**src/rtl/rdw_pkg.sv**
```systemverilog
package rdw_pkg;

    localparam int LANE_BITS = 8;
    localparam int NUM_WORDS = 4;
    localparam int WORD_W    = 2;

    // signed trial offset, wide enough for both limits and their sum halves
    typedef logic signed [8:0] ofs_t;

    typedef enum logic [3:0] {
        ST_IDLE,
        ST_LANE_LOAD,
        ST_LANE_SYNC,
        ST_STEP_LOAD,
        ST_STEP_SYNC,
        ST_RD_ISSUE,
        ST_RD_WAIT,
        ST_LANE_END,
        ST_FINAL_LOAD,
        ST_FINAL_SYNC,
        ST_FINISH
    } cal_state_e;

    // sign-magnitude byte: bit 7 sign, bits 6..0 magnitude
    function automatic logic [7:0] sm_encode(input ofs_t v);
        return v[8] ? {1'b1, 7'(-v)} : {1'b0, v[6:0]};
    endfunction

    // expected byte of test word idx in every lane
    function automatic logic [7:0] pattern_byte(input logic [WORD_W-1:0] idx);
        case (idx)
            2'd0:    return 8'h5A;
            2'd1:    return 8'hA5;
            2'd2:    return 8'hF0;
            default: return 8'h0F;
        endcase
    endfunction

endpackage

```
**src/rtl/rdw_lane_cmp.sv**
```systemverilog
module rdw_lane_cmp
    import rdw_pkg::*;
#(
    parameter int LANES = 4,
    parameter int LW    = 2
) (
    input  logic [LANES*LANE_BITS-1:0] rsp_data,
    input  logic [WORD_W-1:0]          word_idx,
    input  logic [LW-1:0]              lane,
    output logic                       match
);

    logic [LANES-1:0] hit;

    for (genvar g = 0; g < LANES; g++) begin : g_lane
        assign hit[g] = (rsp_data[g*LANE_BITS +: LANE_BITS] == pattern_byte(word_idx));
    end

    assign match = hit[lane];

endmodule

```
**src/rtl/rdw_center.sv**
```systemverilog
module rdw_center
    import rdw_pkg::*;
#(
    parameter int LANES = 4
) (
    input  ofs_t                       lo_edge [LANES],
    input  ofs_t                       hi_edge [LANES],
    output logic [LANES*LANE_BITS-1:0] code_word
);

    for (genvar g = 0; g < LANES; g++) begin : g_lane
        logic signed [9:0] sum;
        logic        [9:0] mag;
        logic        [6:0] half;

        assign sum  = {lo_edge[g][8], lo_edge[g]} + {hi_edge[g][8], hi_edge[g]};
        assign mag  = sum[9] ? 10'(-sum) : 10'(sum);
        // halving the magnitude truncates toward zero for either sign
        assign half = 7'(mag >> 1);
        assign code_word[g*LANE_BITS +: LANE_BITS] = {sum[9] && (half != 7'd0), half};
    end

endmodule

```
**src/rtl/rdqs_window_cal.sv**
```systemverilog
module rdqs_window_cal
    import rdw_pkg::*;
#(
    parameter int                LANES     = 4,
    parameter int                ADDR_W    = 32,
    parameter int                CH_W      = 1,
    parameter int                COARSE_W  = 7,
    parameter int                DEF_OFS   = 8,
    parameter int                MAX_OFS   = 127,
    parameter logic [ADDR_W-1:0] BASE_ADDR = '0,
    parameter logic [ADDR_W-1:0] CH_STRIDE = 'h80
) (
    input  logic                       clk,
    input  logic                       rst_n,
    input  logic                       start,
    input  logic [COARSE_W-1:0]        coarse,
    input  logic [CH_W-1:0]            chan,
    output logic                       busy,
    output logic                       done,
    output logic                       ofs_we,
    output logic [LANES*LANE_BITS-1:0] ofs_wdata,
    output logic                       resync,
    output logic                       rd_req_valid,
    input  logic                       rd_req_ready,
    output logic [ADDR_W-1:0]          rd_req_addr,
    input  logic                       rd_rsp_valid,
    input  logic [LANES*LANE_BITS-1:0] rd_rsp_data,
    output logic [LANES*LANE_BITS-1:0] ofs_final
);

    localparam int DW        = LANES * LANE_BITS;
    localparam int LW        = (LANES > 1) ? $clog2(LANES) : 1;
    localparam int LAST_WORD = NUM_WORDS - 1;
    localparam logic [LANE_BITS-1:0] DEF_CODE = LANE_BITS'(DEF_OFS);
    localparam logic [DW-1:0]        DEF_WORD = {LANES{DEF_CODE}};

    cal_state_e state_q, state_d;

    logic [COARSE_W-1:0] coarse_q;
    logic [CH_W-1:0]     chan_q;
    logic [LW-1:0]       lane_q;
    logic                pass_q;      // 0: ascending, 1: descending
    logic [WORD_W-1:0]   word_q;
    ofs_t                shift_q;
    ofs_t                left_q  [LANES];
    ofs_t                right_q [LANES];
    logic [DW-1:0]       final_q;

    ofs_t          coarse_s, hi_sum, lo_lim, hi_lim, sweep_first, sweep_last;
    logic          word_ok, lane_last, at_end;
    logic [DW-1:0] step_word, center_word;

    // ---------------- sweep limits ----------------
    always_comb begin
        coarse_s    = ofs_t'(coarse_q);
        lo_lim      = ofs_t'(DEF_OFS) - coarse_s;
        hi_sum      = ofs_t'(DEF_OFS) + coarse_s;
        hi_lim      = (hi_sum > ofs_t'(MAX_OFS)) ? ofs_t'(MAX_OFS) : hi_sum;
        sweep_first = pass_q ? hi_lim : lo_lim;
        sweep_last  = pass_q ? lo_lim : hi_lim;
        at_end      = (shift_q == sweep_last);
        lane_last   = (lane_q == LW'(LANES - 1));
    end

    // trial word: defaults everywhere except the lane being swept
    always_comb begin
        for (int i = 0; i < LANES; i++) begin
            step_word[i*LANE_BITS +: LANE_BITS] =
                (LW'(i) == lane_q) ? sm_encode(shift_q) : DEF_CODE;
        end
    end

    rdw_lane_cmp #(
        .LANES (LANES),
        .LW    (LW)
    ) u_cmp (
        .rsp_data (rd_rsp_data),
        .word_idx (word_q),
        .lane     (lane_q),
        .match    (word_ok)
    );

    rdw_center #(
        .LANES (LANES)
    ) u_center (
        .lo_edge   (left_q),
        .hi_edge   (right_q),
        .code_word (center_word)
    );

    // ---------------- state register ----------------
    always_ff @(posedge clk) begin
        if (!rst_n) state_q <= ST_IDLE;
        else        state_q <= state_d;
    end

    // ---------------- next state ----------------
    always_comb begin
        state_d = state_q;
        unique case (state_q)
            ST_IDLE:       if (start) state_d = ST_LANE_LOAD;
            ST_LANE_LOAD:  state_d = ST_LANE_SYNC;
            ST_LANE_SYNC:  state_d = ST_STEP_LOAD;
            ST_STEP_LOAD:  state_d = ST_STEP_SYNC;
            ST_STEP_SYNC:  state_d = ST_RD_ISSUE;
            ST_RD_ISSUE:   if (rd_req_ready) state_d = ST_RD_WAIT;
            ST_RD_WAIT: begin
                if (rd_rsp_valid) begin
                    if (!word_ok)
                        state_d = at_end ? ST_LANE_END : ST_STEP_LOAD;
                    else if (word_q == WORD_W'(LAST_WORD))
                        state_d = ST_LANE_END;
                    else
                        state_d = ST_RD_ISSUE;
                end
            end
            ST_LANE_END:   state_d = (lane_last && pass_q) ? ST_FINAL_LOAD : ST_LANE_LOAD;
            ST_FINAL_LOAD: state_d = ST_FINAL_SYNC;
            ST_FINAL_SYNC: state_d = ST_FINISH;
            ST_FINISH:     state_d = ST_IDLE;
            default:       state_d = ST_IDLE;
        endcase
    end

    // ---------------- datapath registers ----------------
    always_ff @(posedge clk) begin
        if (!rst_n) begin
            coarse_q <= '0;
            chan_q   <= '0;
            lane_q   <= '0;
            pass_q   <= 1'b0;
            word_q   <= '0;
            shift_q  <= '0;
            final_q  <= '0;
            for (int i = 0; i < LANES; i++) begin
                left_q[i]  <= ofs_t'(DEF_OFS);
                right_q[i] <= ofs_t'(DEF_OFS);
            end
        end else begin
            unique case (state_q)
                ST_IDLE: begin
                    if (start) begin
                        coarse_q <= coarse;
                        chan_q   <= chan;
                        lane_q   <= '0;
                        pass_q   <= 1'b0;
                    end
                end
                ST_LANE_LOAD: begin
                    shift_q <= sweep_first;
                    if (pass_q) right_q[lane_q] <= ofs_t'(DEF_OFS);
                    else        left_q[lane_q]  <= ofs_t'(DEF_OFS);
                end
                ST_STEP_LOAD: word_q <= '0;
                ST_RD_WAIT: begin
                    if (rd_rsp_valid) begin
                        if (!word_ok) begin
                            if (!at_end)
                                shift_q <= pass_q ? shift_q - ofs_t'(1) : shift_q + ofs_t'(1);
                        end else if (word_q == WORD_W'(LAST_WORD)) begin
                            if (pass_q) right_q[lane_q] <= shift_q;
                            else        left_q[lane_q]  <= shift_q;
                        end else begin
                            word_q <= word_q + WORD_W'(1);
                        end
                    end
                end
                ST_LANE_END: begin
                    if (lane_last) begin
                        lane_q <= '0;
                        pass_q <= 1'b1;
                    end else begin
                        lane_q <= lane_q + LW'(1);
                    end
                end
                ST_FINAL_LOAD: final_q <= center_word;
                default: ;
            endcase
        end
    end

    // ---------------- outputs ----------------
    always_comb begin
        busy         = 1'b1;
        done         = 1'b0;
        ofs_we       = 1'b0;
        ofs_wdata    = step_word;
        resync       = 1'b0;
        rd_req_valid = 1'b0;
        unique case (state_q)
            ST_IDLE:       busy = 1'b0;
            ST_LANE_LOAD:  begin ofs_we = 1'b1; ofs_wdata = DEF_WORD;    end
            ST_STEP_LOAD:  ofs_we = 1'b1;
            ST_FINAL_LOAD: begin ofs_we = 1'b1; ofs_wdata = center_word; end
            ST_LANE_SYNC, ST_STEP_SYNC, ST_FINAL_SYNC: resync = 1'b1;
            ST_RD_ISSUE:   rd_req_valid = 1'b1;
            ST_FINISH:     done = 1'b1;
            default: ;
        endcase
    end

    assign rd_req_addr = BASE_ADDR + ADDR_W'(chan_q) * CH_STRIDE
                       + ADDR_W'(word_q) * ADDR_W'(LANES);
    assign ofs_final   = final_q;

    // ---------------- assertions ----------------
    p_sync_follows_load_r6: assert property (@(posedge clk) disable iff (!rst_n)
        ofs_we |=> resync);

    p_sync_only_after_load_r6: assert property (@(posedge clk) disable iff (!rst_n)
        resync |-> $past(ofs_we));

    p_req_held_r7: assert property (@(posedge clk) disable iff (!rst_n)
        (rd_req_valid && !rd_req_ready) |=> (rd_req_valid && $stable(rd_req_addr)));

    p_done_single_r10: assert property (@(posedge clk) disable iff (!rst_n)
        done |=> !done);

    p_done_while_busy_r10: assert property (@(posedge clk) disable iff (!rst_n)
        done |-> busy);

    p_final_held_r11: assert property (@(posedge clk) disable iff (!rst_n)
        !busy |=> $stable(ofs_final));

endmodule

```
**config.mk**
```make
export PLATFORM = sky130hd
export DESIGN_NAME = rdqs_window_cal
export DESIGN_NICKNAME = d
export VERILOG_FILES = /design/src/rtl/rdw_pkg.sv /design/src/rtl/rdw_lane_cmp.sv /design/src/rtl/rdw_center.sv /design/src/rtl/rdqs_window_cal.sv
export SDC_FILE = /design/constraint.sdc
export NUM_CORES = 1
export LEC_CHECK = 0
export ABC_CLOCK_PERIOD_IN_PS = 3200
export CELL_PAD_IN_SITES_DETAIL_PLACEMENT = 1
export CELL_PAD_IN_SITES_GLOBAL_PLACEMENT = 1
export CORE_UTILIZATION = 45
export CTS_BUF_LIST = sky130_fd_sc_hd__clkbuf_8
export CTS_CLUSTER_SIZE = 24
export DETAILED_ROUTE_END_ITERATION = 8
export DONT_BUFFER_PORTS = 1
export GPL_ROUTABILITY_DRIVEN = 0
export PLACE_DENSITY_LB_ADDON = 0.1
export SYNTH_ARGS = -nofsm -noshare
export SYNTH_HDL_FRONTEND = slang
export SYNTH_SLANG_ARGS = --single-unit
```
**constraint.sdc**
```tcl
create_clock -name clk -period 3.2 [get_ports clk]
set_input_delay 0.64 -clock clk [delete_from_list [all_inputs] [get_ports clk]]
set_output_delay 0.64 -clock clk [all_outputs]
set_load 0.1 [all_outputs]
```
### Word level (Yosys, flattened, before mapping)

Index checks and enable logic that the tools add are counted.

| word-level totals | value |
|---|---|
| flip-flop bits (word level) | 130 |
| output and inout bits | 101 |
| input port bits | 45 |
| word-level logic and storage cells | 163 |

| operators by class | value |
|---|---|
| equality and inequality tests | 35 |
| $lt $le $gt $ge | 4 |
| multiplexer cells | 60 |
| bitwise operators | 6 |
| add/subtract/negate cells | 16 |
| reductions and logical operators | 26 |

Operators with widths:

| kind | count |
|---|---|
| 36-bit 2-to-1 mux | 10 |
| 36-bit one-hot mux with 2 select lines | 2 |
| 8-bit 2-to-1 mux | 10 |
| 36-bit bitwise mux | 2 |
| 32-bit bitwise AND | 2 |
| 32-bit one-hot mux with 2 select lines | 1 |
| 9-bit 2-to-1 mux | 7 |
| 9-bit by 9-bit adder with 10-bit output | 4 |
| 4-bit one-hot mux with 10 select lines | 1 |
| 8-bit == test | 4 |
| 8-bit negation | 4 |
| 32-bit inverter | 1 |
| 7-bit nonzero test | 4 |
| 2-bit inequality test (second input constant) | 13 |
| 8-bit one-hot mux with 3 select lines | 1 |
| 9-bit demux with 2-bit select | 1 |
| 9-bit one-hot mux with 2 select lines | 1 |
| 4-bit by 3-bit == test with 1-bit output (second input constant) | 4 |
| 4-bit 2-to-1 mux | 4 |
| 4-bit == test (second input constant) | 3 |
| 2-bit 2-to-1 mux | 6 |
| 6-bit AND reduction | 2 |
| 8-bit by 4-bit adder with 9-bit output | 1 |
| 9-bit by 2-bit adder with 9-bit output (second input constant) | 1 |
| 31 further kinds | 58 |

### Longest topological paths before layout

Gate-level depths: netlist of run 1.

| logic depth | value |
|---|---|
| depth in word-level cells | 11 |
| mapped depth | 12 |
| depth with buffers taken out | 12 |

### Hierarchy

A second synthesis of run 1 with hierarchy kept.

| unflattened totals | value |
|---|---|
| cell total of the unflattened synthesis | 1240 |
| area total of the unflattened synthesis | 9589.2 µm² |

By module, submodules not included:

| module | sequential area each (µm²) | cells an instance | times used | area an instance (µm²) |
|---|---|---|---|---|
| rdqs_window_cal | 2602.5 | 847 | 1 | 6638.9 |
| rdw_center | 0.0 | 335 | 1 | 2585.0 |
| rdw_lane_cmp | 0.0 | 58 | 1 | 365.4 |

### Least setup slack after synthesis of run 1

Ideal clock, no wire load.

| path | value |
|---|---|
| path type | flip-flop to output port |
| from | reg left_q[0] (netlist bit) |
| to | out ofs_wdata[30] |
| path buffers | 0 |
| data arrival time | 3.630 ns |
| path slack | -1.070 ns |
| required time | 2.560 ns |
| cell stages (with the launch flop) | 10 |
| cells stage by stage | dfxtp_1 > ha_1 > fa_1 > nand3_1 > a21oi_1 > o311ai_1 > o32ai_1 > a21o_1 > and2_1 > o22ai_1 |

| on the way | value |
|---|---|
| word-level cells in the longest chain between the ends | 4 |

Ends and longest elaborated chain:

| what | line | text |
|---|---|---|
| start: declaration | rdqs_window_cal.sv:45 | `ofs_t left_q [LANES];` |
| start signal: indexed assignment | rdqs_window_cal.sv:136 | `left_q[i] <= ofs_t'(DEF_OFS);` |
| start signal: indexed assignment | rdqs_window_cal.sv:152 | `else left_q[lane_q] <= ofs_t'(DEF_OFS);` |
| start signal: indexed assignment | rdqs_window_cal.sv:162 | `else left_q[lane_q] <= shift_q;` |
| 9-bit by 9-bit adder with 10-bit output * | rdw_center.sv:16 | `assign sum = {lo_edge[g][8], lo_edge[g]} + {hi_edge[g][8], hi_edge[g]};` |
| 8-bit negation | rdw_center.sv:17 | `assign mag = sum[9] ? 10'(-sum) : 10'(sum);` |
| 8-bit 2-to-1 mux * | rdw_center.sv:17 |  |
| 32-bit one-hot mux with 2 select lines * | rdqs_window_cal.sv:190 | `unique case (state_q)` |
| end: declaration | rdqs_window_cal.sv:21 | `output logic [LANES*LANE_BITS-1:0] ofs_wdata,` |

Mark *: on every way between the ends. The rest lies on a longest branch, timed or not.

### Worst setup path in the final report of run 1

| path | value |
|---|---|
| from | reg right_q[9] (netlist bit) |
| to | out ofs_wdata[23] |

| on the way | value |
|---|---|
| word-level cells in the longest chain between the ends | 6 |

Ends and longest elaborated chain:

| what | line | text |
|---|---|---|
| start: declaration | rdqs_window_cal.sv:46 | `ofs_t right_q [LANES];` |
| start signal: indexed assignment | rdqs_window_cal.sv:137 | `right_q[i] <= ofs_t'(DEF_OFS);` |
| start signal: indexed assignment | rdqs_window_cal.sv:151 | `if (pass_q) right_q[lane_q] <= ofs_t'(DEF_OFS);` |
| start signal: indexed assignment | rdqs_window_cal.sv:161 | `if (pass_q) right_q[lane_q] <= shift_q;` |
| 9-bit by 9-bit adder with 10-bit output * | rdw_center.sv:16 |  |
| 8-bit negation | rdw_center.sv:17 |  |
| 8-bit 2-to-1 mux | rdw_center.sv:17 |  |
| 7-bit nonzero test | rdw_center.sv:20 | `assign code_word[g*LANE_BITS +: LANE_BITS] = {sum[9] && (half != 7'd0), half};` |
| 1-bit logical AND * | rdw_center.sv:20 |  |
| 32-bit one-hot mux with 2 select lines * | rdqs_window_cal.sv:190 |  |

Marked as above.

==> metrics.txt, run 1 <==
final non-filler cell total 1659; Port Buffer Count 0; Avg Inst Size Synth 8.05 µm²; Least-Margin Pin Slew 1040 ps; Max Root-Sink Buffers 2; Worst Path Required 2560 ps; mux contribution to synthesized area 0.0844; Slew Limit Fails 0; placed inst area 0.0117 mm²; clk sinks 130; Post-DRT Antenna Nets 0; Synth-to-Final Area Change 49.3%; vias in the first global route 11.0k; vias per inst 6.69; period utilization 1.28; Adder-Cell Fraction of Synth Area 0.0854; ys flop type dfxtp_1; gr ovfl total 0; Initial Util 0.464; num rows 52; DRT Wirelength 49400 µm; diode count 0; Max IR drop VDD 0.000250 V; #FFs+latches synth 130; clock buffer count from CTS 17; max cap viols 0; count of flip-flops with a built-in enable after synthesis 0; RSZ-0062 raised after global routing true; setup TNS -18530 ps; hold buffer count at CTS 0; CP Cell Sequence ha_4, fa_2, xor2_2, or3_4, o21bai_4, o41ai_2, a22oi_1, o211ai_1, buf_4, nand2_4, buf_12; gr usage total 0.372; Final Setup Violations 48; Hold Vio Cnt, Final 0; via count 11.1k; WP data arrival 3450 ps; Synth top area share 0.273; Slew headroom 0.309; Netlist cell types 80; post-route design area 0.0142 mm²; critical path type reg2out; dpl hpwl 24700 µm; DRT Pass-1 Iters 8; Syn Inst Count 1183; # IOs 146; clock slew at reported path FFs 100 ps; global-route wire length before repair 62500 µm; CTS tree yes; fin nets 1483; top post-synthesis cells by area dfxtp_1 27%, mux2i_1 8.2%, ha_1 7.5%, nand2_1 6.6%, xnor2_1 3.1%; Compound-Gate Fraction of Synth Area 0.200; violated checks setup timing; Fin Hold WS 281 ps; CP Max Fanout 6; H-tree levels 4; Startpoint Class flop; crit path max-delay cell type fa_2; asr flop ratio synth 0; minimum clock period 4090 ps; Seq/Total Area, Yosys 0.273; largest stage delay on the critical path 460 ps; initial antenna violation count 0; Root Buffer clkbuf_8; Synth Warn # 0; Synth area leader dfxtp_1; largest family of logic cells by synthesized area simple AND/OR/NAND/NOR gates; worst clock skew 15.9 ps; placed cell count 1557; Max Clock Freq 0.245 GHz; synthesized area 0.00952 mm²; status finished, violations left; Clock Latency Late Sink 480 ps; DRC 0; die width 147 µm; filler instances 2213; worst setup margin -890 ps; DRT iter0 DRCs 921; Hold Path Class in2reg; layout cells sized above 1 0.390; Placeable Area 0.0205 mm²; post-DR wirelength/cell 29.8 µm; Synth Area in Simple Gates 0.231; Synth Area in XOR/XNOR 0.0576; die footprint 0.0217 mm²; PD cells 304 mW/mm²; largest net degree at the start of global routing 142; Die H 147 µm; P_leak 5.83 nW; CP Capture Type output port; final core occ 0.693
area by class of cell:
| type | count | area, µm² | area share |
|---|---|---|---|
| clock buffers | 19 | 262 | 0.0184 |
| clock inverters | 13 | 194 | 0.0137 |
| well taps | 270 | 338 | 0.0238 |
| multi-input cells | 946 | 8200 | 0.577 |
| inverters | 40 | 150 | 0.0106 |
| repair buffers | 241 | 2410 | 0.170 |
| flip-flops and latches | 130 | 2650 | 0.187 |
worst paths after layout:
check / end / cells past startpoint / startpoint / slack [ps]
worst max register to register: shift_q[8]$_SDFFE_PN0P_ / 9 / coarse_q[3]$_SDFFE_PN0P_ / -140
worst min register to register: left_q[25]$_SDFFE_PN0P_ / 2 / left_q[25]$_SDFFE_PN0P_ / 470
worst max-delay path: ofs_wdata[23] / 11 / right_q[9]$_SDFFE_PN0P_ / -890
worst min-delay path: ofs_final[26]$_SDFFE_PN0P_ / 1 / rst_n / 280
timing repair:
action / in CTS / in global routing
setup buffers: 44 / 37
pin swaps: 67 / 67
resized for setup: 191 / 104
endpoints found under the setup margin: 32 / 34
critical path: cells and delay by family, from the launching register on:
kind	cells	cell delay, ps
flip-flops	1	370
AO/OA/AOI/OAI	4	980
adder cells (fa/ha/maj)	2	630
AND/OR/NAND/NOR	2	430
XOR/XNOR	1	230
buffers and inverters	2	330
per-stage QoR:
stage / total power [W] / worst slack [ps]
floorplan: 0.00238 / -384
global placement: 0.00252 / -160
detailed placement: 0.00254 / -274
CTS: 0.00419 / -701
global route: 0.00440 / -1000
finish: 0.00432 / -890
cell families (layout without fill, tap and decap cells):
group                    after synthesis  in the layout
multiplexers                          79             79
adder cells (fa/ha/maj)               62             62
flip-flops                           130            130
AO/OA/AOI/OAI                        271            271
buffers and inverters                135            313
AND/OR/NAND/NOR                      444            444
XOR/XNOR                              61             61
other                                  1             29
synth_stat cells, types with 13 or more instances:
| cell type | n |
|---|---|
| a21oi_1 | 41 |
| a21boi_0 | 13 |
| xnor2_1 | 34 |
| o211a_1 | 13 |
| nand2b_1 | 19 |
| clkbuf_1 | 48 |
| xor2_1 | 26 |
| inv_1 | 40 |
| mux2i_1 | 78 |
| nor3_1 | 26 |
| nand2_1 | 167 |
| nor2b_1 | 33 |
| o22ai_1 | 19 |
| o21ai_0 | 52 |
| nand3_1 | 45 |
| buf_4 | 34 |
| nor2_1 | 66 |
| dfxtp_1 | 130 |
| ha_1 | 57 |
where the power goes:
| group | internal (W) | switching, W | total [W] | leakage, nW |
|---|---|---|---|---|
| logic | 0.000247 | 0.000665 | 0.000912 | 4.53 |
| clock network | 0.000908 | 0.000807 | 0.00171 | 0.234 |
| registers | 0.00164 | 0.0000609 | 0.00170 | 1.06 |
| total | 0.00279 | 0.00153 | 0.00432 | 5.83 |
per-layer routing:
metal / part of all wire / vias to the layer above / GRT usage / routed length, µm
li1: - / 4550 / - / -
met1: 0.35 / 5453 / 0.417 / 17400
met2: 0.49 / 777 / 0.659 / 24000
met3: 0.083 / 324 / 0.0747 / 4080
met4: 0.080 / 0 / 0.204 / 3940
met5: 0 / - / 0 / 0
flip-flops by register name, summed over array words and instances, names as in the netlist:
register	count
state_q	4
chan_q	1
pass_q	1
shift_q	9
coarse_q	7
right_q	36
ofs_final	32
left_q	36
word_q	2
lane_q	2
placed cells by master (no fill, tap or decap), drive strengths merged, types with 11 or more instances in the layout:
master	count
a21boi	18
a21o	12
a21oi	41
and3	11
buf	241
clkbuf	19
conb	29
dfxtp	130
ha	57
inv	46
mux2i	78
nand2	171
nand2b	19
nand3	45
nor2	68
nor2b	33
nor3	26
o211a	13
o21ai	63
o22ai	19
xnor2	34
xor2	26
(Power assumes the default switching activity.)
==> run 2: changes to the inputs <==
--- a/config.mk
+++ b/config.mk
@@ -5,15 +5,17 @@
 export SDC_FILE = /design/constraint.sdc
 export NUM_CORES = 1
 export LEC_CHECK = 0
+export ABC_AREA = 1
 export ABC_CLOCK_PERIOD_IN_PS = 3200
 export CELL_PAD_IN_SITES_DETAIL_PLACEMENT = 1
 export CELL_PAD_IN_SITES_GLOBAL_PLACEMENT = 1
-export CORE_UTILIZATION = 45
+export CORE_UTILIZATION = 42
 export CTS_BUF_LIST = sky130_fd_sc_hd__clkbuf_8
 export CTS_CLUSTER_SIZE = 24
 export DETAILED_ROUTE_END_ITERATION = 8
 export DONT_BUFFER_PORTS = 1
 export GPL_ROUTABILITY_DRIVEN = 0
+export GPL_TIMING_DRIVEN = 0
 export PLACE_DENSITY_LB_ADDON = 0.1
 export SYNTH_ARGS = -nofsm -noshare
 export SYNTH_HDL_FRONTEND = slang
==> run 2 against run 1 <==
  * The run still ends with setup timing left
  * Non-clock buffer count decreased by 120
  * Fmax grew 11%
  * First-iteration DRC count shrank 28%
  * Setup slack improved by 420 ps
  * Total power is 24% higher
  * Critical path type unchanged
  * Critical endpoint is now ofs_wdata[7]
  * Highest routed layer unchanged
==> metrics.txt, run 2 <==
status finished, violations left (unchanged); violated checks setup timing (unchanged); Synth top area share 0.254 (was 0.273); sequential share of power 0.332 (was 0.392); CTS tree yes (unchanged); Final Setup Violations 27 (was 48); gr ovfl total 0 (unchanged); synthesized area 0.0102 mm² (was 0.00952 mm²); Synth-to-Final Area Change 28.1% (was 49.3%); H-tree levels 4 (unchanged); final non-filler cell total 2049 (was 1659); CP Capture Type output port (unchanged); P_leak 5.73 nW (was 5.83 nW); worst clock skew 24.2 ps (was 15.9 ps); Pint 0.00302 W (was 0.00279 W); DRC 0 (unchanged); Netlist cell types 48 (was 80); Slew headroom 0.256 (was 0.309); commonest cells after routing, fill and taps aside 336 x nand2_1, 197 x inv_1, 141 x a21oi_1 (was 170 x buf_4, 144 x nand2_1, 96 x dfxtp_1); flop-to-flop setup slack 260 ps (was -140 ps); Fin Hold WS 325 ps (was 281 ps); die width 158 µm (was 147 µm); PD cells 410 mW/mm² (was 304 mW/mm²); largest net degree at the start of global routing 17 (was 142); crit path max-delay cell type fa_2 (unchanged); clk sinks 130 (unchanged); global-route wire length before repair 59600 µm (was 62500 µm); ys flop type dfxtp_1 (unchanged); period utilization 1.15 (was 1.28); Worst Path Required 2560 ps (about the same); count of flip-flops with a built-in enable after synthesis 0 (unchanged); Synth Warn # 0 (unchanged); placed cell count 1979 (was 1557); Hold Vio Cnt, Final 0 (unchanged); DRT Pass-1 Iters 5 (was 8); Max Root-Sink Buffers 2 (unchanged); largest stage delay on the critical path 540 ps (was 460 ps); diode count 0 (unchanged); post-DR wirelength/cell 20.9 µm (was 29.8 µm); # IOs 146 (unchanged); Slew Limit Fails 0 (unchanged); CP Max Fanout 3 (was 6); Initial Util 0.432 (was 0.464); vias per inst 5.74 (was 6.69); Root Buffer clkbuf_8 (unchanged); Die H 158 µm (was 147 µm); Max IR drop VDD 0.000238 V (was 0.000250 V); dpl hpwl 28200 µm (was 24700 µm); via count 11.8k (was 11.1k); Clock Latency Late Sink 490 ps (was 480 ps); DP Worst Slack -646 ps (was -274 ps); RSZ-0062 raised after global routing true (unchanged); Max Clock Freq 0.272 GHz (was 0.245 GHz); Avg Inst Size Synth 6.29 µm² (was 8.05 µm²); asr flop ratio synth 0 (unchanged); Hold Path Class in2reg (unchanged); worst setup margin -474 ps (was -890 ps); Port Buffer Count 0 (unchanged); critical path type reg2out (unchanged); Post-DRT Antenna Nets 0 (unchanged); DRT iter0 DRCs 665 (was 921); minimum clock period 3670 ps (was 4090 ps); synth cell count leaders 410 x nand2_1, 223 x inv_1, 154 x a21oi_1 (was 167 x nand2_1, 130 x dfxtp_1, 78 x mux2i_1); Seq/Total Area, Yosys 0.254 (was 0.273); total power 0.00538 W (was 0.00432 W); top post-synthesis cells by area dfxtp_1 25%, nand2_1 15%, inv_1 8.2%, a21oi_1 7.5%, ha_1 7.0% (was dfxtp_1 27%, mux2i_1 8.2%, ha_1 7.5%, nand2_1 6.6%, xnor2_1 3.1%); Top cell by count, worst path nand2_1; #FFs+latches synth 130 (unchanged); clock buffer count from CTS 17 (unchanged); num rows 56 (was 52); most common cell after layout, fill and taps aside nand2_1 (was buf_4); top-count cell post-synth nand2_1 (unchanged); clock power share 0.286 (was 0.397); layout cells sized above 1 0.264 (was 0.390); WP data arrival 3030 ps (was 3450 ps); Startpoint Class flop (unchanged); CP Cell Sequence ha_4, inv_2, fa_2, buf_6, ha_4, inv_4, nor2_4, nand2_1, nand2_1, nand2_1, nand2_1, nand2_1, inv_2, nand2_1, nor2_1, nand2_1, nand2_2, o31ai_4 (was ha_4, fa_2, xor2_2, or3_4, o21bai_4, o41ai_2, a22oi_1, o211ai_1, buf_4, nand2_4, buf_12); clock slew at reported path FFs 100 ps (about the same); die footprint 0.0250 mm² (was 0.0217 mm²); Combinational Power Share 0.383 (was 0.211); switching part of the total power 0.438 (was 0.355); hold buffer count at CTS 0 (unchanged); Synth area leader dfxtp_1 (unchanged); gr usage total 0.310 (was 0.372); initial antenna violation count 0 (unchanged); P_sw 0.00235 W (was 0.00153 W); Placeable Area 0.0237 mm² (was 0.0205 mm²); Syn Inst Count 1629 (was 1183); filler instances 3074 (was 2213); vias in the first global route 11.3k (was 11.0k); max cap viols 0 (unchanged); fin nets 1825 (was 1483); DRT Wirelength 42800 µm (was 49400 µm); Least-Margin Pin Slew 1120 ps (was 1040 ps)
run 2: cell count changes after synthesis, moves of 18 or more:
cell	before	now
nor2_1	66	127
o21ai_0	52	123
nor2b_1	33	0
xnor2_1	34	2
nand3_1	45	124
nand2_1	167	410
a21oi_1	41	154
nand4_1	10	28
mux2i_1	78	0
inv_1	40	223
nand2b_1	19	0
run 2: power groups by stage:
| stage | Clock [W] | Combinational (W) | Sequential (W) |
|---|---|---|---|
| floorplan | 0 | 0.00126 | 0.00177 |
| global placement | 0 | 0.00153 | 0.00179 |
| detailed placement | 0 | 0.00159 | 0.00179 |
| CTS | 0.00153 | 0.00181 | 0.00178 |
| global route | 0.00161 | 0.00219 | 0.00180 |
| finish | 0.00154 | 0.00206 | 0.00179 |
run 2: final timing paths:
check / startpoint / to / cells past startpoint
worst max-delay path: right_q[27]$_SDFFE_PN0P_ / ofs_wdata[7] / 18
worst min-delay path: start / chan_q$_SDFFE_PN0P_ / 2
worst max register to register: word_q[0]$_SDFFE_PN0P_ / right_q[6]$_SDFFE_PN0P_ / 12
worst min register to register: chan_q$_SDFFE_PN0P_ / chan_q$_SDFFE_PN0P_ / 2
run 2: worst max-delay path, delay by kind of cell (launching register included):
family,cells,cell delay (ps)
adder cells (fa/ha/maj),3,820
AND/OR/NAND/NOR,10,850
AO/OA/AOI/OAI,1,250
buffers and inverters,4,250
flip-flops,1,370
run 2: area by class of cell:
| class | count | area [µm²] | share of cell area |
|---|---|---|---|
| Sequential cell | 130 | 2670 | 0.204 |
| Inverter | 236 | 912 | 0.0695 |
| Timing Repair Buffer | 46 | 408 | 0.0311 |
| Clock inverter | 13 | 151 | 0.0115 |
| Tap cell | 319 | 399 | 0.0304 |
| Buffer | 75 | 502 | 0.0383 |
| Clock buffer | 18 | 248 | 0.0189 |
| Multi-Input combinational cell | 1212 | 7830 | 0.597 |
run 2: metal layers:
metal  vias to the layer above  global-route usage  part of all wire
li1                       5463                   -                 -
met1                      5746               0.383              0.42
met2                       431               0.548              0.48
met3                       119              0.0506             0.061
met4                         0              0.0870             0.036
met5                         -                   0                 0
run 2: cell families (layout without fill, tap and decap cells):
logic type | Yosys count | in the layout | synth area share
flip-flops | 130 | 130 | 0.254
adder cells (fa/ha/maj) | 62 | 62 | 0.0794
XOR/XNOR | 24 | 24 | 0.0205
buffers and inverters | 317 | 388 | 0.136
AO/OA/AOI/OAI | 347 | 347 | 0.182
AND/OR/NAND/NOR | 748 | 750 | 0.328
other | 1 | 29 | 0.000366
run 2: stage by stage:
step | util | TNS (ps) | area, µm²
2_1_floorplan | - | -10270 | 10400
3_3_place_gp | 0.455 | -29450 | 10800
3_5_place_dp | 0.463 | -13910 | 11000
4_1_cts | 0.528 | -3270 | 12500
5_1_grt | 0.554 | -8180 | 13100
6_report | 0.554 | -5370 | 13100
run 2: repair_timing:
item | CTS | global route
gates cloned | 2 | 0
resized for setup | 238 | 143
endpoints found under the setup margin | 35 | 94
pin swaps | 77 | 53
buffers inserted | 30 | 13
==> run 3: changes to the inputs <==
--- a/config.mk
+++ b/config.mk
@@ -9,7 +9,7 @@
 export ABC_CLOCK_PERIOD_IN_PS = 3200
 export CELL_PAD_IN_SITES_DETAIL_PLACEMENT = 1
 export CELL_PAD_IN_SITES_GLOBAL_PLACEMENT = 1
-export CORE_UTILIZATION = 42
+export CORE_UTILIZATION = 35
 export CTS_BUF_LIST = sky130_fd_sc_hd__clkbuf_8
 export CTS_CLUSTER_SIZE = 24
 export DETAILED_ROUTE_END_ITERATION = 8
==> run 3 against run 2 <==
  * The run still ends with setup timing left
  * First-iteration DRC count is 26% lower
  * Routed wire length fell by 5.5%
  * Largest power group unchanged
  * Clock power increased by 13%
  * Core utilization is 8.2 points lower
  * Critical endpoint is now ofs_wdata[23]
  * Register-to-register slack improved by 80 ps
  * Final area up 3.4%
==> metrics.txt, run 3 (synthesis results as in run 2) <==
Max IR drop VDD 0.000212 V (was 0.000238 V); CP Max Fanout 3 (unchanged); minimum clock period 3660 ps (was 3670 ps); Die H 173 µm (was 158 µm); fin nets 1841 (was 1825); dpl hpwl 29400 µm (was 28200 µm); Hold Path Class in2reg (unchanged); DRT Pass-1 Iters 5 (unchanged); Hold Vio Cnt, Final 0 (unchanged); layout cells sized above 1 0.278 (was 0.264); critical path type reg2out (unchanged); Fin Hold WS 326 ps (was 325 ps); commonest cells after routing, fill and taps aside 327 x nand2_1, 196 x inv_1, 141 x a21oi_1 (was 336 x nand2_1, 197 x inv_1, 141 x a21oi_1); PD cells 415 mW/mm² (was 410 mW/mm²); Slew Limit Fails 0 (unchanged); delay-heaviest family, CP simple AND/OR/NAND/NOR gates (unchanged); diode count 0 (unchanged); Placeable Area 0.0288 mm² (was 0.0237 mm²); placed inst area 0.0110 mm² (about the same); die footprint 0.0300 mm² (was 0.0250 mm²); vias per inst 5.29 (was 5.74); WP data arrival 3020 ps (was 3030 ps); Max Root-Sink Buffers 2 (unchanged); Least-Margin Pin Slew 1130 ps (was 1120 ps); DRC 0 (unchanged); RSZ-0062 raised after global routing true (unchanged); crit path max-delay cell type fa_2 (unchanged); P_leak 5.90 nW (was 5.73 nW); Port Buffer Count 0 (unchanged); Max Clock Freq 0.273 GHz (was 0.272 GHz); largest net degree at the start of global routing 17 (unchanged); Hold Startpoint start (unchanged); DRT Wirelength 40500 µm (was 42800 µm); worst clock skew 19.5 ps (was 24.2 ps); Root Buffer clkbuf_8 (unchanged); initial antenna violation count 0 (unchanged); Worst Path Required 2560 ps (about the same); max cap viols 0 (unchanged); post-DR wirelength/cell 19.0 µm (was 20.9 µm); vias in the first global route 11.2k (was 11.3k); # IOs 146 (unchanged); final core occ 0.471 (was 0.554); Post-DRT Antenna Nets 0 (unchanged); r2r startpoint lane_q[0]$_SDFFE_PN0P_ (was word_q[0]$_SDFFE_PN0P_); Startpoint Class flop (unchanged); num rows 62 (was 56); H-tree levels 4 (unchanged); Clock Latency Late Sink 470 ps (was 490 ps); period utilization 1.15 (about the same); final non-filler cell total 2130 (was 2049); most common cell after layout, fill and taps aside nand2_1 (unchanged); clock slew at reported path FFs 90 ps (was 100 ps); Worst Path Buf+Inv 2 (was 4); worst setup margin -465 ps (was -474 ps); global-route wire length before repair 61900 µm (was 59600 µm); Final Setup Violations 24 (was 27); DRT iter0 DRCs 493 (was 665); Slew headroom 0.250 (was 0.256); via count 11.3k (was 11.8k); CP Cell Sequence ha_4, fa_2, inv_2, ha_4, inv_2, nor2_1, nand2_1, nor2_2, nand2_2, nand3_1, nand3_2, nor2_2, nand2_1, nand2_2, o31ai_4 (was ha_4, inv_2, fa_2, buf_6, ha_4, inv_4, nor2_4, nand2_1, nand2_1, nand2_1, nand2_1, nand2_1, inv_2, nand2_1, nor2_1, nand2_1, nand2_2, o31ai_4); crit path from left_q[9]$_SDFFE_PN0P_ (was right_q[27]$_SDFFE_PN0P_); CTS tree yes (unchanged); Synth-to-Final Area Change 32.5% (was 28.1%); largest stage delay on the critical path 460 ps (was 540 ps); CP Capture Type output port (unchanged); placed cell count 2044 (was 1979); hold buffer count at CTS 0 (unchanged); violated checks setup timing (unchanged); gr ovfl total 0 (unchanged); post-route design area 0.0136 mm² (was 0.0131 mm²); total power 0.00563 W (was 0.00538 W); gr usage total 0.262 (was 0.310); die width 173 µm (was 158 µm); status finished, violations left (unchanged); clk sinks 130 (unchanged); clock buffer count from CTS 17 (unchanged); Initial Util 0.356 (was 0.432)
-- run 3: path summary, 6_finish.rpt --
kind / slack [ps] / end / cells after the start
setup / recovery: -460 / ofs_wdata[23] / 15
hold / removal: 330 / chan_q$_SDFFE_PN0P_ / 2
setup reg to reg: 340 / right_q[17]$_SDFFE_PN0P_ / 9
hold reg to reg: 470 / chan_q$_SDFFE_PN0P_ / 2
-- run 3: final cells by class --
type                       count  area [µm²]
fill                        3695       15200
inverter                     236         916
timing repair buffer          63         577
clock buffer                  18         248
multi-input combinational   1211        7960
sequential                   130        2670
clock inverter                13         210
tap                          384         480
buffer                        75         504
-- run 3: metal layers --
metal  global-route usage  vias up  part of all wire
li1                     -     5475                 -
met1                0.347     5421              0.46
met2                0.441      303              0.47
met3               0.0442       59             0.045
met4               0.0612        0             0.019
met5                    0        -                 0
-- run 3: report_power, final --
part           internal [W]  switching, W
clock network      0.000946      0.000796
registers           0.00169     0.0000973
logic              0.000670       0.00143
total               0.00331       0.00233
-- run 3: through the flow --
step / setup WS [ps] / TNS (ps)
CTS: -332 / -3670
global route: -649 / -8200
global placement: -1810 / -32360
finish: -465 / -4210
detailed placement: -719 / -16620
floorplan: -803 / -10270
-- run 3: what timing repair did --
item / in CTS / in global routing
gates resized for setup: 260 / 153
gates cloned: 0 / 1
setup endpoints to repair: 37 / 34
buffers inserted: 37 / 24
pin swaps: 76 / 74
